===== config.mk =====
export PLATFORM = sky130hd
export DESIGN_NAME = uart_rx_wake
export DESIGN_NICKNAME = d
export VERILOG_FILES = /design/src/rtl/uart_rx_wake_pkg.sv /design/src/rtl/wk_rx_sync.sv /design/src/rtl/wk_settle_cnt.sv /design/src/rtl/wk_seq_fsm.sv /design/src/rtl/uart_rx_wake.sv
export SDC_FILE = /design/constraint.sdc
export NUM_CORES = 1
export LEC_CHECK = 0
export BUFFER_PORTS_ARGS = -buffer_cell sky130_fd_sc_hd__buf_2
export CAP_MARGIN = 20
export CORE_MARGIN = 3
export CORE_UTILIZATION = 45
export CTS_CLUSTER_DIAMETER = 120
export DETAILED_ROUTE_END_ITERATION = 10
export PLACE_DENSITY = 0.69
export SYNTH_ARGS = -nofsm -noshare
export SYNTH_HDL_FRONTEND = slang
export SYNTH_SLANG_ARGS = --single-unit

===== constraint.sdc =====
create_clock -name clk -period 1.6 [get_ports clk]
set_clock_uncertainty 0.2 [all_clocks]
set_input_delay 0.48 -clock clk [delete_from_list [all_inputs] [get_ports clk]]
set_output_delay 0.48 -clock clk [all_outputs]
set_load 0.005 [all_outputs]

===== src/rtl/uart_rx_wake_pkg.sv =====
package uart_rx_wake_pkg;
  typedef enum logic [1:0] {
    WK_IDLE     = 2'd0,
    WK_ARMED    = 2'd1,
    WK_SETTLING = 2'd2,
    WK_RESUMED  = 2'd3
  } wk_state_t;
endpackage


===== src/rtl/wk_rx_sync.sv =====
module wk_rx_sync #(
  parameter int STAGES = 2
) (
  input  logic clk,
  input  logic rst_n,
  input  logic rx_async,
  output logic rx_fall
);
  logic [STAGES-1:0] sync_q;
  logic              prev_q;

  generate
    for (genvar g = 0; g < STAGES; g++) begin : g_stage
      if (g == 0) begin : g_first
        always_ff @(posedge clk or negedge rst_n) begin
          if (!rst_n) sync_q[0] <= 1'b1;
          else        sync_q[0] <= rx_async;
        end
      end else begin : g_next
        always_ff @(posedge clk or negedge rst_n) begin
          if (!rst_n) sync_q[g] <= 1'b1;
          else        sync_q[g] <= sync_q[g-1];
        end
      end
    end
  endgenerate

  always_ff @(posedge clk or negedge rst_n) begin
    if (!rst_n) prev_q <= 1'b1;
    else        prev_q <= sync_q[STAGES-1];
  end

  assign rx_fall = prev_q & ~sync_q[STAGES-1];
endmodule


===== src/rtl/wk_settle_cnt.sv =====
module wk_settle_cnt #(
  parameter int DELAY = 1024
) (
  input  logic clk,
  input  logic rst_n,
  input  logic run,
  output logic last
);
  localparam int CW = (DELAY > 1) ? $clog2(DELAY) : 1;
  localparam logic [CW-1:0] LAST_VAL = CW'(DELAY - 1);

  logic [CW-1:0] cnt_q, cnt_d;
  logic          cnt_en;

  assign cnt_en = run | (cnt_q != '0);

  always_comb begin
    cnt_d = cnt_q;
    if (!run)                  cnt_d = '0;
    else if (cnt_q != LAST_VAL) cnt_d = cnt_q + 1'b1;
  end

  always_ff @(posedge clk or negedge rst_n) begin
    if (!rst_n)      cnt_q <= '0;
    else if (cnt_en) cnt_q <= cnt_d;
  end

  assign last = run & (cnt_q == LAST_VAL);
endmodule


===== src/rtl/wk_seq_fsm.sv =====
module wk_seq_fsm
  import uart_rx_wake_pkg::*;
(
  input  logic clk,
  input  logic rst_n,
  input  logic pwr_down,
  input  logic arm_ok,
  input  logic irq_ok,
  input  logic rx_fall,
  input  logic settle_last,
  output logic settling,
  output logic resumed,
  output logic irq_fire
);
  wk_state_t state_q, state_d;
  logic      irq_q, irq_d;
  logic      take_edge;

  assign take_edge = (state_q == WK_ARMED) & pwr_down & arm_ok & rx_fall;

  always_comb begin
    state_d = state_q;
    unique case (state_q)
      WK_IDLE:     if (pwr_down & arm_ok) state_d = WK_ARMED;
      WK_ARMED: begin
        if (!pwr_down || !arm_ok) state_d = WK_IDLE;
        else if (rx_fall)         state_d = WK_SETTLING;
      end
      WK_SETTLING: if (settle_last) state_d = WK_RESUMED;
      WK_RESUMED:  state_d = WK_IDLE;
      default:     state_d = WK_IDLE;
    endcase
  end

  always_comb begin
    irq_d = irq_q;
    if (take_edge) irq_d = irq_ok;
  end

  always_ff @(posedge clk or negedge rst_n) begin
    if (!rst_n) begin
      state_q <= WK_IDLE;
      irq_q   <= 1'b0;
    end else begin
      state_q <= state_d;
      if (take_edge) irq_q <= irq_d;
    end
  end

  assign settling = (state_q == WK_SETTLING);
  assign resumed  = (state_q == WK_RESUMED);
  assign irq_fire = resumed & irq_q;
endmodule


===== src/rtl/uart_rx_wake.sv =====
module uart_rx_wake #(
  parameter int DELAY       = 1024,
  parameter int SYNC_STAGES = 2
) (
  input  logic clk,
  input  logic rst_n,
  input  logic rx_pin,
  input  logic pwr_down,
  input  logic uart_en,
  input  logic rx_en,
  input  logic rx_irq_en,
  input  logic wake_en,
  input  logic uart_irq_en,
  input  logic glb_irq_en,
  output logic wake_req,
  output logic rx_ignore,
  output logic resume_ready,
  output logic wake_irq
);
  logic rx_fall, settle_last, settling, resumed, irq_fire;
  logic arm_ok, irq_ok;

  assign arm_ok = wake_en & uart_en & rx_en & rx_irq_en;
  assign irq_ok = uart_irq_en & glb_irq_en;

  wk_rx_sync #(.STAGES(SYNC_STAGES)) sync_i (
    .clk(clk), .rst_n(rst_n), .rx_async(rx_pin), .rx_fall(rx_fall)
  );

  wk_settle_cnt #(.DELAY(DELAY)) cnt_i (
    .clk(clk), .rst_n(rst_n), .run(settling), .last(settle_last)
  );

  wk_seq_fsm fsm_i (
    .clk(clk), .rst_n(rst_n), .pwr_down(pwr_down), .arm_ok(arm_ok),
    .irq_ok(irq_ok), .rx_fall(rx_fall), .settle_last(settle_last),
    .settling(settling), .resumed(resumed), .irq_fire(irq_fire)
  );

  assign wake_req     = settling;
  assign rx_ignore    = settling;
  assign resume_ready = resumed;
  assign wake_irq     = irq_fire;
endmodule


Yosys cells after proc, flatten, opt, wreduce, memory -nomap -nowiden
Cells that the tools add are included.
{ "totals": {"reg_bits": 16, "latchBits": 0, "ramBits": 0, "romBits": 0, "out_inout_bits": 4, "mem_count": 0} }
{ "classes": {"add_sub_neg": 1, "multipliers": 0, "div": 0, "order_cmp": 0, "eq_ne": 9, "shift": 0, "mux": 7, "bitwise": 13, "n_reduce_logical": 7} }
{ "op_table": {"columns": ["cell", "n"], "rows": [
  ["$mux 10", 2],
  ["$and 1x1->1", 11],
  ["$add 10x1->10 const B", 1],
  ["$eq 10x10->1 const B", 1],
  ["$ne 10x10->1 const B", 1],
  ["$reduce_bool 10->1", 1],
  ["$mux 2", 4],
  ["$pmux 2 s4", 1],
  ["$eq 2x2->1 const B", 2],
  ["$ne 2x2->1 const B", 2],
  ["$ne 3x2->1 const B", 1],
  ["$reduce_and 3->1", 1],
  ["$eq 2x1->1 const B", 1],
  ["$logic_not 1->1", 2],
  ["$logic_not 2->1", 1],
  ["$ne 2x1->1 const B", 1],
  ["$reduce_and 2->1", 1],
  ["$logic_or 1x1->1", 1],
  ["$not 1->1", 1],
  ["$or 1x1->1", 1]
]} }

Depth between registers and ports, before layout
Gate-level depths: netlist (run 1).
{ "depth": {"depth_word": 7, "mapped_depth": 6} }

Modules after synthesis
From an unflattened synthesis (run 1), not the netlist that was laid out.
{ "unflattened": {"hier_cells": 78, "area_unflattened_um2": 833.3} }
{ "by_module_without_submodules": {"columns": ["mod", "n_inst", "cells_per_inst", "area_each_um2", "seq_area_each_um2"], "rows": [
  ["wk_settle_cnt", 1, 57, 571.8, 250.2],
  ["wk_seq_fsm", 1, 14, 146.4, 75.1],
  ["wk_rx_sync", 1, 4, 92.6, 78.8],
  ["uart_rx_wake", 1, 3, 22.5, 0.0]
]} }

Least setup slack after synthesis (run 1)
No wires, ideal clock.
{ "synth_timing": {"path_kind": "register to output", "from": "register fsm_i.state_q[0]", "to": "output port wake_req", "t_arrival_ns": 0.910, "slack_ns": 0.010, "stages_incl_launch_ff": 5, "n_path_buf": 2, "cell_sequence": "dfrtp_1 nand2b_1 buf_2 inv_1 buf_4"} }
{ "synth_via": {"elab_chain_cells": 1} }
{ "synth_rtl": {"columns": ["element", "line_no", "text"], "rows": [
  ["start, declared", "wk_seq_fsm.sv:15", "wk_state_t state_q, state_d;"],
  ["start signal, assigned", "wk_seq_fsm.sv:45", "state_q <= state_d;"],
  ["$eq 2x2->1", "wk_seq_fsm.sv:50", "assign settling = (state_q == WK_SETTLING);"],
  ["end, declared", "uart_rx_wake.sv:15", "output logic wake_req,"]
]} }
Every way passes these cells.

Worst setup path in the final report (run 1)
{ "layout_timing": {"from": "register fsm_i.state_q[0]", "to": "output port wake_irq"} }
{ "layout_via": {"elab_chain_cells": 2} }
{ "layout_rtl": {"columns": ["element", "line_no", "text"], "rows": [
  ["$eq 2x2->1", "wk_seq_fsm.sv:51", "assign resumed = (state_q == WK_RESUMED);"],
  ["$and 1x1->1", "wk_seq_fsm.sv:52", "assign irq_fire = resumed & irq_q;"],
  ["end, declared", "uart_rx_wake.sv:18", "output logic wake_irq"]
]} }
Every way passes these cells.

==> flow_summary.ini, run 1 <==
[power_and_ir_drop]
p_int_mw = 0.5984
p_total_mw = 0.7788
power.leakage_nw = 0.4875
combPwrFrac_pct = 9.9
netSwitchingFraction_pct = 23.16
vdd_drop_max_v = 0.0005759
powerDensity_mw_per_mm2 = 713.8
p_sw_mw = 0.1804
p_seq_share_pct = 55.5
p_clk_share_pct = 34.5

[yosys]
syn_avg_cell_area_um2 = 10.30
netlist_area_um2 = 803.3
yosysSeqAreaShare_pct = 50.31
synthArstFlopShare_pct = 100.0
synth_nets = 90
synth_cells = 78
synth.distinct_cells = 34
yosys-top-cells-area = dfrtp_1, dfstp_2, a31oi_1
synthTopCellsByCount = dfrtp_1, inv_1, nand2_1
synth.top_cell.area_share_pct = 40.50
synth-edff-count = 0
synth_top_flop_cell = dfrtp_1
synth_top_area_cell = dfrtp_1
post-synth-top-count-cell = dfrtp_1
yosys_warnings = 0
yosys_register_bits = 16

[die]
rows = 14
die_y_um = 48.25
fp.dieW_um = 48.25
start_util_pct = 50.39
dieArea_mm2 = 0.002328
io_pins = 14
fp.coreArea_mm2 = 0.001594

[setup_path]
cp_max_fo = 3
path_cells = buf_6, and3_4, buf_6
r2r_slack_ps = 70
crit_path_end_kind = output port
worstSetupPathType = flip-flop to output port
r2r_cells = 5
cp_top_family = flip-flops
worst_setup_path_start_kind = flip-flop
cp.buffers_inverters = 2
cp.required_ps = 920
path_common_cell = buf_6
critPathMaxStageDelay_ps = 400
critPathSlowestCell = dfrtp_1
timing.rr.start = cnt_i.cnt_q[1]
arrival_ps = 1050
r2r-end = cnt_i.cnt_q[0]

[clock_network]
cts-root-buf = clkbuf_4
cts_num_sinks = 16
clkTransAtPathRegs_ps = 90
cts_tree = built
clock_latency_ps = 290
htreeDepth = 1
cts_buffers = 3
clockBufferDepth = 2

[detailed_routing]
drtIter0Drc = 11
routedWlPerCell_um = 13.44
drc = 0
dr.pass1.iters = 4
routed_wl_mm = 1.707
vias_per_cell = 5.220
antenna_left = 0
dr_total_vias = 663

[finish]
areaGrowthSynthToFinish_pct = 35.83
finalNetCount = 116
antenna_cells = 0
drive_above_1_share_pct = 45.63
fillers = 115
final_cells = 127
fin_util_pct = 68.45

[sta]
hold_viol = 0
fin_ws_ps = -133.7
period_share_pct = 108.4
fmax_ghz = 0.5768
slew_headroom_pct = 75.20
worstMarginPinSlew_ps = 372.0
rsz0062_at_grt = true
slew_viol_final = 0
fin_crit_ps = 1734
setup_viol = 4
fin_tns_setup_ps = -402.5

[global_route]
grt_pass1_vias = 673
grt_use_total_pct = 17.25
antenna_found_initial = 0
gr-total-overflow = 0
grt_max_degree = 17
grt_first_pass_wirelength_mm = 2.746

[place]
io_buffers = 13
placed_cells = 119
gp_congestion = 0.8694
dp_hpwl_mm = 1.185

[job]
maxCapViolations = 0

[worst_hold_path]
hold_depth = 1
min_delay_worst_endpoint = sync_i.sync_q[0]
holdCritPathClass = input pin to flip-flop
min_from = rx_pin

[run_status]
status = finished, violations left
failed_checks = negative setup slack
==> power by group through the flow <==
stage	clock (mW)	combinational, mW	sequential [mW]
detailed placement	0	0.0656	0.435
global route	0.296	0.0891	0.434
finish	0.269	0.0772	0.433
global placement	0	0.0638	0.435
CTS	0.275	0.0690	0.428
floorplan	0	0.0288	0.435
==> layer usage <==
layer / vias to the layer above / share of wire [%] / global-route usage, %
met5: - / 0 / 0
met4: 0 / 1.8 / 9.140
met3: 5 / 2.8 / 3.321
met2: 12 / 47 / 27.86
met1: 316 / 48 / 21.61
li1: 330 / - / -
==> layout by cell type (no fill, tap or decap), types with 2 or more instances in the layout <==
| master | netlist | layout |
|---|---|---|
| nand3_1 | 3 | 3 |
| a31oi_1 | 4 | 4 |
| buf_4 | 1 | 7 |
| dfrtp_1 | 13 | 12 |
| buf_2 | 1 | 9 |
| dfstp_2 | 3 | 3 |
| and3_1 | 4 | 2 |
| clkbuf_4 | 0 | 3 |
| and3_4 | 1 | 3 |
| nor4_1 | 2 | 2 |
| a21oi_1 | 4 | 4 |
| xnor2_1 | 2 | 2 |
| o21ai_0 | 3 | 2 |
| nor2_1 | 3 | 3 |
| inv_1 | 6 | 4 |
| nand2_1 | 6 | 6 |
| buf_6 | 0 | 6 |
==> worst register-to-register path, delay by kind of cell (launching register included) <==
family / cells / cell delay (ps)
simple gates: 3 / 490
flops: 1 / 430
fa+ha+maj: 1 / 170
compound gates: 1 / 150
==> cells by family (layout without fill, tap and decap cells) <==
group	count (synthesis)	count (layout)	share of synthesized area, %
and+or+nand+nor	32	32	25.55
AOI/OAI and AO/OA	17	17	13.24
DFF	16	16	50.31
buffers and inverters	8	33	4.361
adders and majority gates	2	2	3.115
xor gates and xnor gates	2	2	2.181
muxes	1	1	1.246
==> registers in the layout, indices dropped and copies added, names as in the netlist, named ones only <==
register       cells
cnt_i.cnt_q       10
sync_i.sync_q      2
fsm_i.irq_q        1
fsm_i.state_q      1
sync_i.prev_q      1
==> timing repair <==
| item | 4_1_cts | 5_1_grt |
|---|---|---|
| buffers inserted | 1 | 2 |
| hold buffers | 1 | 0 |
| resized for setup | 2 | 19 |
| endpoints found under the setup margin | 4 | 11 |
| gates cloned | 0 | 0 |
| hold endpoints to repair | 13 | 0 |
| pin swaps | 0 | 6 |
==> stage by stage <==
step                hold slack (ps)  area (um2)  worst slack [ps]
finish                        83.64        1091            -133.7
global route                  66.53        1091            -174.9
CTS                           75.27       988.4            -131.2
detailed placement            147.0       930.9            -22.33
global placement              146.4       930.9             29.86
floorplan                    -15.59       803.3             10.15
==> cell type report <==
cell class / instances / area, um2 / share of cell area (%)
multi-input combinational: 54 / 419.2 / 38.42
clock buffer: 4 / 36.28 / 3.326
tap: 24 / 30.03 / 2.752
timing repair buffer: 23 / 175.2 / 16.05
sequential: 16 / 405.4 / 37.16
inverter: 6 / 25.02 / 2.294
==> worst max-delay path by stage <==
stage	startpoint	endpoint	slack, ps	cells after the start
finish	fsm_i.state_q[0]	wake_irq	-130	3
global route	fsm_i.state_q[0]	wake_irq	-170	3
CTS	fsm_i.state_q[0]	rx_ignore	-130	3
detailed placement	uart_en	fsm_i.irq_q	-20	5
global placement	wake_en	fsm_i.irq_q	30	5
floorplan	fsm_i.state_q[0]	wake_req	10	4
No activity file was read; power rests on OpenSTA's default activity.
==> run 2: changes to the inputs <==
--- a/config.mk
+++ b/config.mk
@@ -11,7 +11,8 @@
 export CORE_UTILIZATION = 45
 export CTS_CLUSTER_DIAMETER = 120
 export DETAILED_ROUTE_END_ITERATION = 10
-export PLACE_DENSITY = 0.69
+export MAX_ROUTING_LAYER = met4
+export PLACE_DENSITY = 0.66
 export SYNTH_ARGS = -nofsm -noshare
 export SYNTH_HDL_FRONTEND = slang
 export SYNTH_SLANG_ARGS = --single-unit
==> constraint.sdc (replaced) <==
create_clock -name clk -period 2.1 [get_ports clk]
set_clock_uncertainty 0.2 [all_clocks]
set_input_delay 0.63 -clock clk [delete_from_list [all_inputs] [get_ports clk]]
set_output_delay 0.63 -clock clk [all_outputs]
set_load 0.005 [all_outputs]
==> flow_summary.ini, run 2 (same netlist as run 1, synthesis figures left out) <==
[detailed_routing]
dr_total_vias = 637
antenna_left = 0
vias_per_cell = 5.398
routedWlPerCell_um = 13.15
routed_wl_mm = 1.552
drc = 0
drtIter0Drc = 10
dr.pass1.iters = 4

[finish]
top_register = cnt_i.cnt_q
areaGrowthSynthToFinish_pct = 15.73
drive_above_1_share_pct = 30.85
finalNetCount = 107
largest_registers = cnt_i.cnt_q x10, sync_i.sync_q x2
largest_reg_flops = 10
fin_util_pct = 58.32
antenna_cells = 0
final_cell_mix = dfrtp_1, buf_2, nand2_1

[sta]
slew_viol_final = 0
worstMarginPinSlew_ps = 362.3
fin_ws_ps = 141.2
fin_crit_ps = 1959
setup_viol = 0
fin_tns_setup_ps = 0
fmax_ghz = 0.5105
period_share_pct = 93.28
rsz0062_at_grt = false
slew_headroom_pct = 75.85
hold_viol = 0

[clock_network]
clkTransAtPathRegs_ps = 100
cts_buffers = 3
cts-root-buf = clkbuf_4
clock_latency_ps = 280
cts_num_sinks = 16
htreeDepth = 1
post_cts_buffers = 0
cts_tree = built
clockBufferDepth = 2

[global_route]
grt_use_total_pct = 18.21
grt_pass1_vias = 653
grt_first_pass_wirelength_mm = 2.780
gr-total-overflow = 0
grt_max_degree = 17
antenna_found_initial = 0

[setup_path]
cp_max_fo = 7
cp.required_ps = 1270
worst_setup_path_start_kind = flip-flop
r2r_cells = 5
worstSetupPathType = flip-flop to output port
crit_path_end_kind = output port
arrival_ps = 1130

[place]
io_buffers = 13
gp_congestion = 0.8159
dp_hpwl_mm = 1.171
dp_slack_ps = 334.5

[die]
rows = 14
io_pins = 14
fp.dieW_um = 48.25
fp.coreArea_mm2 = 0.001594
start_util_pct = 50.39
die_y_um = 48.25
dieArea_mm2 = 0.002328

[power_and_ir_drop]
power.leakage_nw = 0.4349
vdd_drop_max_v = 0.0003670
powerDensity_mw_per_mm2 = 615.7

[job]
maxCapViolations = 0

[run_status]
status = complete, no violations

[worst_hold_path]
holdCritPathClass = input pin to async pin
-- run 2: cell types whose count changed in the layout (fill, tap and decap cells not counted), moves of 2 or more --
cell / delta
and3_1: +2
and3_4: -2
buf_2: +4
buf_4: -6
buf_6: -6
-- run 2: layer usage --
layer	GRT usage, %	up-vias	part of all wire [%]
met5	-	-	0
met4	8.065	0	1.0
met3	4.428	2	3.4
met2	29.17	16	49
met1	21.48	304	47
li1	-	315	-
-- run 2: critical path: stages (launching register included) --
cell	delay, ps
dfrtp_1	410
nand2b_1	180
inv_2	120
buf_2	130
-- run 2: final cells by class --
cell class / instances / area, um2
clock buffer: 4 / 36.28
fill: 153 / 664.4
inverter: 6 / 22.52
multi-input combinational: 54 / 364.1
sequential: 16 / 404.1
tap: 24 / 30.03
timing repair buffer: 14 / 72.57
-- run 2: worst paths after layout --
| path | startpoint | endpoint | slack (ps) |
|---|---|---|---|
| setup / recovery | fsm_i.state_q[0] | rx_ignore | 140 |
| hold / removal | rst_n | cnt_i.cnt_q[0] | 40 |
| setup reg to reg | cnt_i.cnt_q[0] | cnt_i.cnt_q[0] | 430 |
| hold reg to reg | sync_i.sync_q[0] | sync_i.sync_q[1] | 170 |
| max in group asynchronous | rst_n | sync_i.sync_q[0] | 1350 |
| min in group clk | sync_i.sync_q[0] | sync_i.sync_q[1] | 170 |
-- run 2: power by group --
| part | total, mW | leakage (nW) | internal [mW] | switching (mW) |
|---|---|---|---|---|
| combinational | 0.0405 | 0.206 | 0.0201 | 0.0204 |
| sequential | 0.328 | 0.208 | 0.319 | 0.00905 |
| clock | 0.204 | 0.0210 | 0.105 | 0.0987 |
-- run 2: per-stage QoR --
stage               instance area, um2  hold WS (ps)  instances  total power, mW
floorplan                        803.3         134.4         78           0.3533
global placement                 893.4         149.6        114           0.3727
detailed placement               893.4         149.3        114           0.3752
CTS                              929.6         48.01        118           0.5798
global route                     929.6         52.68        118           0.6082
finish                           929.6         42.06        118           0.5724
-- run 2: what timing repair did --
item	in CTS	in global routing
hold buffers	0	0
gates resized for setup	0	1
setup endpoints to repair	0	2
endpoints found under the hold margin	0	0
==> run 3: changes to the inputs <==
--- a/config.mk
+++ b/config.mk
@@ -13,6 +13,7 @@
 export DETAILED_ROUTE_END_ITERATION = 10
 export MAX_ROUTING_LAYER = met4
 export PLACE_DENSITY = 0.66
+export SETUP_SLACK_MARGIN = 0.4
 export SYNTH_ARGS = -nofsm -noshare
 export SYNTH_HDL_FRONTEND = slang
 export SYNTH_SLANG_ARGS = --single-unit
==> flow_summary.ini, run 3 (same netlist as run 1, synthesis figures left out) <==
[run_status]
status = complete, no violations

[sta]
setup_viol = 0
worst_hold_slack_ps = 32.13
worstMarginPinSlew_ps = 353.1
slew_viol_final = 0
fin_crit_ps = 1881
slew_headroom_pct = 76.46
rsz0062_at_grt = true
period_share_pct = 89.56
fin_tns_setup_ps = 0
hold_viol = 0
fmax_ghz = 0.5317

[die]
die_y_um = 48.25
fp.coreArea_mm2 = 0.001594
dieArea_mm2 = 0.002328
fp.dieW_um = 48.25
rows = 14
start_util_pct = 50.39
io_pins = 14

[setup_path]
cp_max_fo = 4
worstSetupPathType = flip-flop to output port
worst_setup_path_start_kind = flip-flop
r2r_slack_ps = 460
critPathMaxStageDelay_ps = 420
cp.required_ps = 1270
arrival_ps = 1050
crit_path_end_kind = output port
critPathSlowestCell = dfrtp_1
path_cells = nand2b_4, inv_4, buf_6

[clock_network]
hold_buffers = 0
cts_buffers = 3
clockBufferDepth = 2
cts_num_sinks = 16
htreeDepth = 1
clock_latency_ps = 290
cts-root-buf = clkbuf_4
clkTransAtPathRegs_ps = 100
cts_tree = built

[finish]
finalNetCount = 112
fin_util_pct = 63.66
areaGrowthSynthToFinish_pct = 26.32
final_cell_mix = dfrtp_1, buf_2, nand2_1, buf_4, inv_1
antenna_cells = 0
largest_registers = cnt_i.cnt_q x10, sync_i.sync_q x2
largest_reg_flops = 10
fillers = 138
drive_above_1_share_pct = 40.40
top_register = cnt_i.cnt_q

[detailed_routing]
dr_total_vias = 675
drtIter0Drc = 13
drc = 0
vias_per_cell = 5.488
antenna_left = 0
routed_wl_mm = 1.753
routedWlPerCell_um = 14.25
dr.pass1.iters = 4

[worst_hold_path]
holdCritPathClass = input pin to async pin

[global_route]
grt_first_pass_wirelength_mm = 2.925
grt_pass1_vias = 665
grt_max_degree = 17
antenna_found_initial = 0
grt_use_total_pct = 19.75
gr-total-overflow = 0

[place]
dp_hpwl_mm = 1.159
gp_congestion = 0.8159
io_buffers = 13

[power_and_ir_drop]
powerDensity_mw_per_mm2 = 574.2
vdd_drop_max_v = 0.0003377
power.leakage_nw = 0.4574
p_total_mw = 0.5827

[job]
maxCapViolations = 0
[run 3: cell types whose count changed in the layout (fill, tap and decap cells not counted), moves of 2 or more]
cell	before	now
buf_4	1	6
buf_2	13	11
buf_6	0	2
dfrtp_1	13	11
dfrtp_2	0	2
[run 3: through the flow]
stage / area (um2) / instances / setup slack, ps
finish: 1015 / 123 / 219.3
global route: 1015 / 123 / 155.1
CTS: 968.4 / 120 / 228.4
detailed placement: 893.4 / 114 / 332.5
global placement: 893.4 / 114 / 385.1
floorplan: 803.3 / 78 / 417.2
[run 3: per-layer routing]
metal	share of wire, %	global-route usage, %
met1	42	23.95
met5	0	-
met2	53	30.73
met4	0.91	9.677
met3	3.2	4.428
[run 3: what timing repair did]
action	CTS	global route
buffers inserted	2	3
setup endpoints to repair	4	9
pin swaps	0	1
resized for setup	5	5
[run 3: critical path, delay by kind of cell (launching register included)]
kind	cells	cell delay, ps
buffers and inverters	2	170
AND/OR/NAND/NOR	1	170
flip-flops	1	420
[run 3: power by group]
part	internal [mW]	switching, mW
Clock	0.106	0.101
Combinational	0.0224	0.0221
Sequential	0.320	0.0119
Total	0.448	0.135
[run 3: area by class of cell]
cell class | count | area [um2] | area share (%)
clock buffer | 4 | 36.28 | 3.576
inverter | 6 | 25.02 | 2.466
multi-input combinational | 54 | 394.1 | 38.84
sequential | 16 | 406.6 | 40.07
tap | 24 | 30.03 | 2.959
timing repair buffer | 19 | 122.6 | 12.08
[run 3: worst paths after layout]
check / depth (start not counted) / start / endpoint
max in group asynchronous: 1 / rst_n / sync_i.sync_q[1]
worst max-delay path: 3 / fsm_i.state_q[0] / wake_req
worst min-delay path: 1 / rst_n / cnt_i.cnt_q[6]
worst max register to register: 5 / cnt_i.cnt_q[1] / cnt_i.cnt_q[0]
min in group clk: 0 / sync_i.sync_q[0] / sync_i.sync_q[1]
worst min register to register: 0 / sync_i.sync_q[0] / sync_i.sync_q[1]
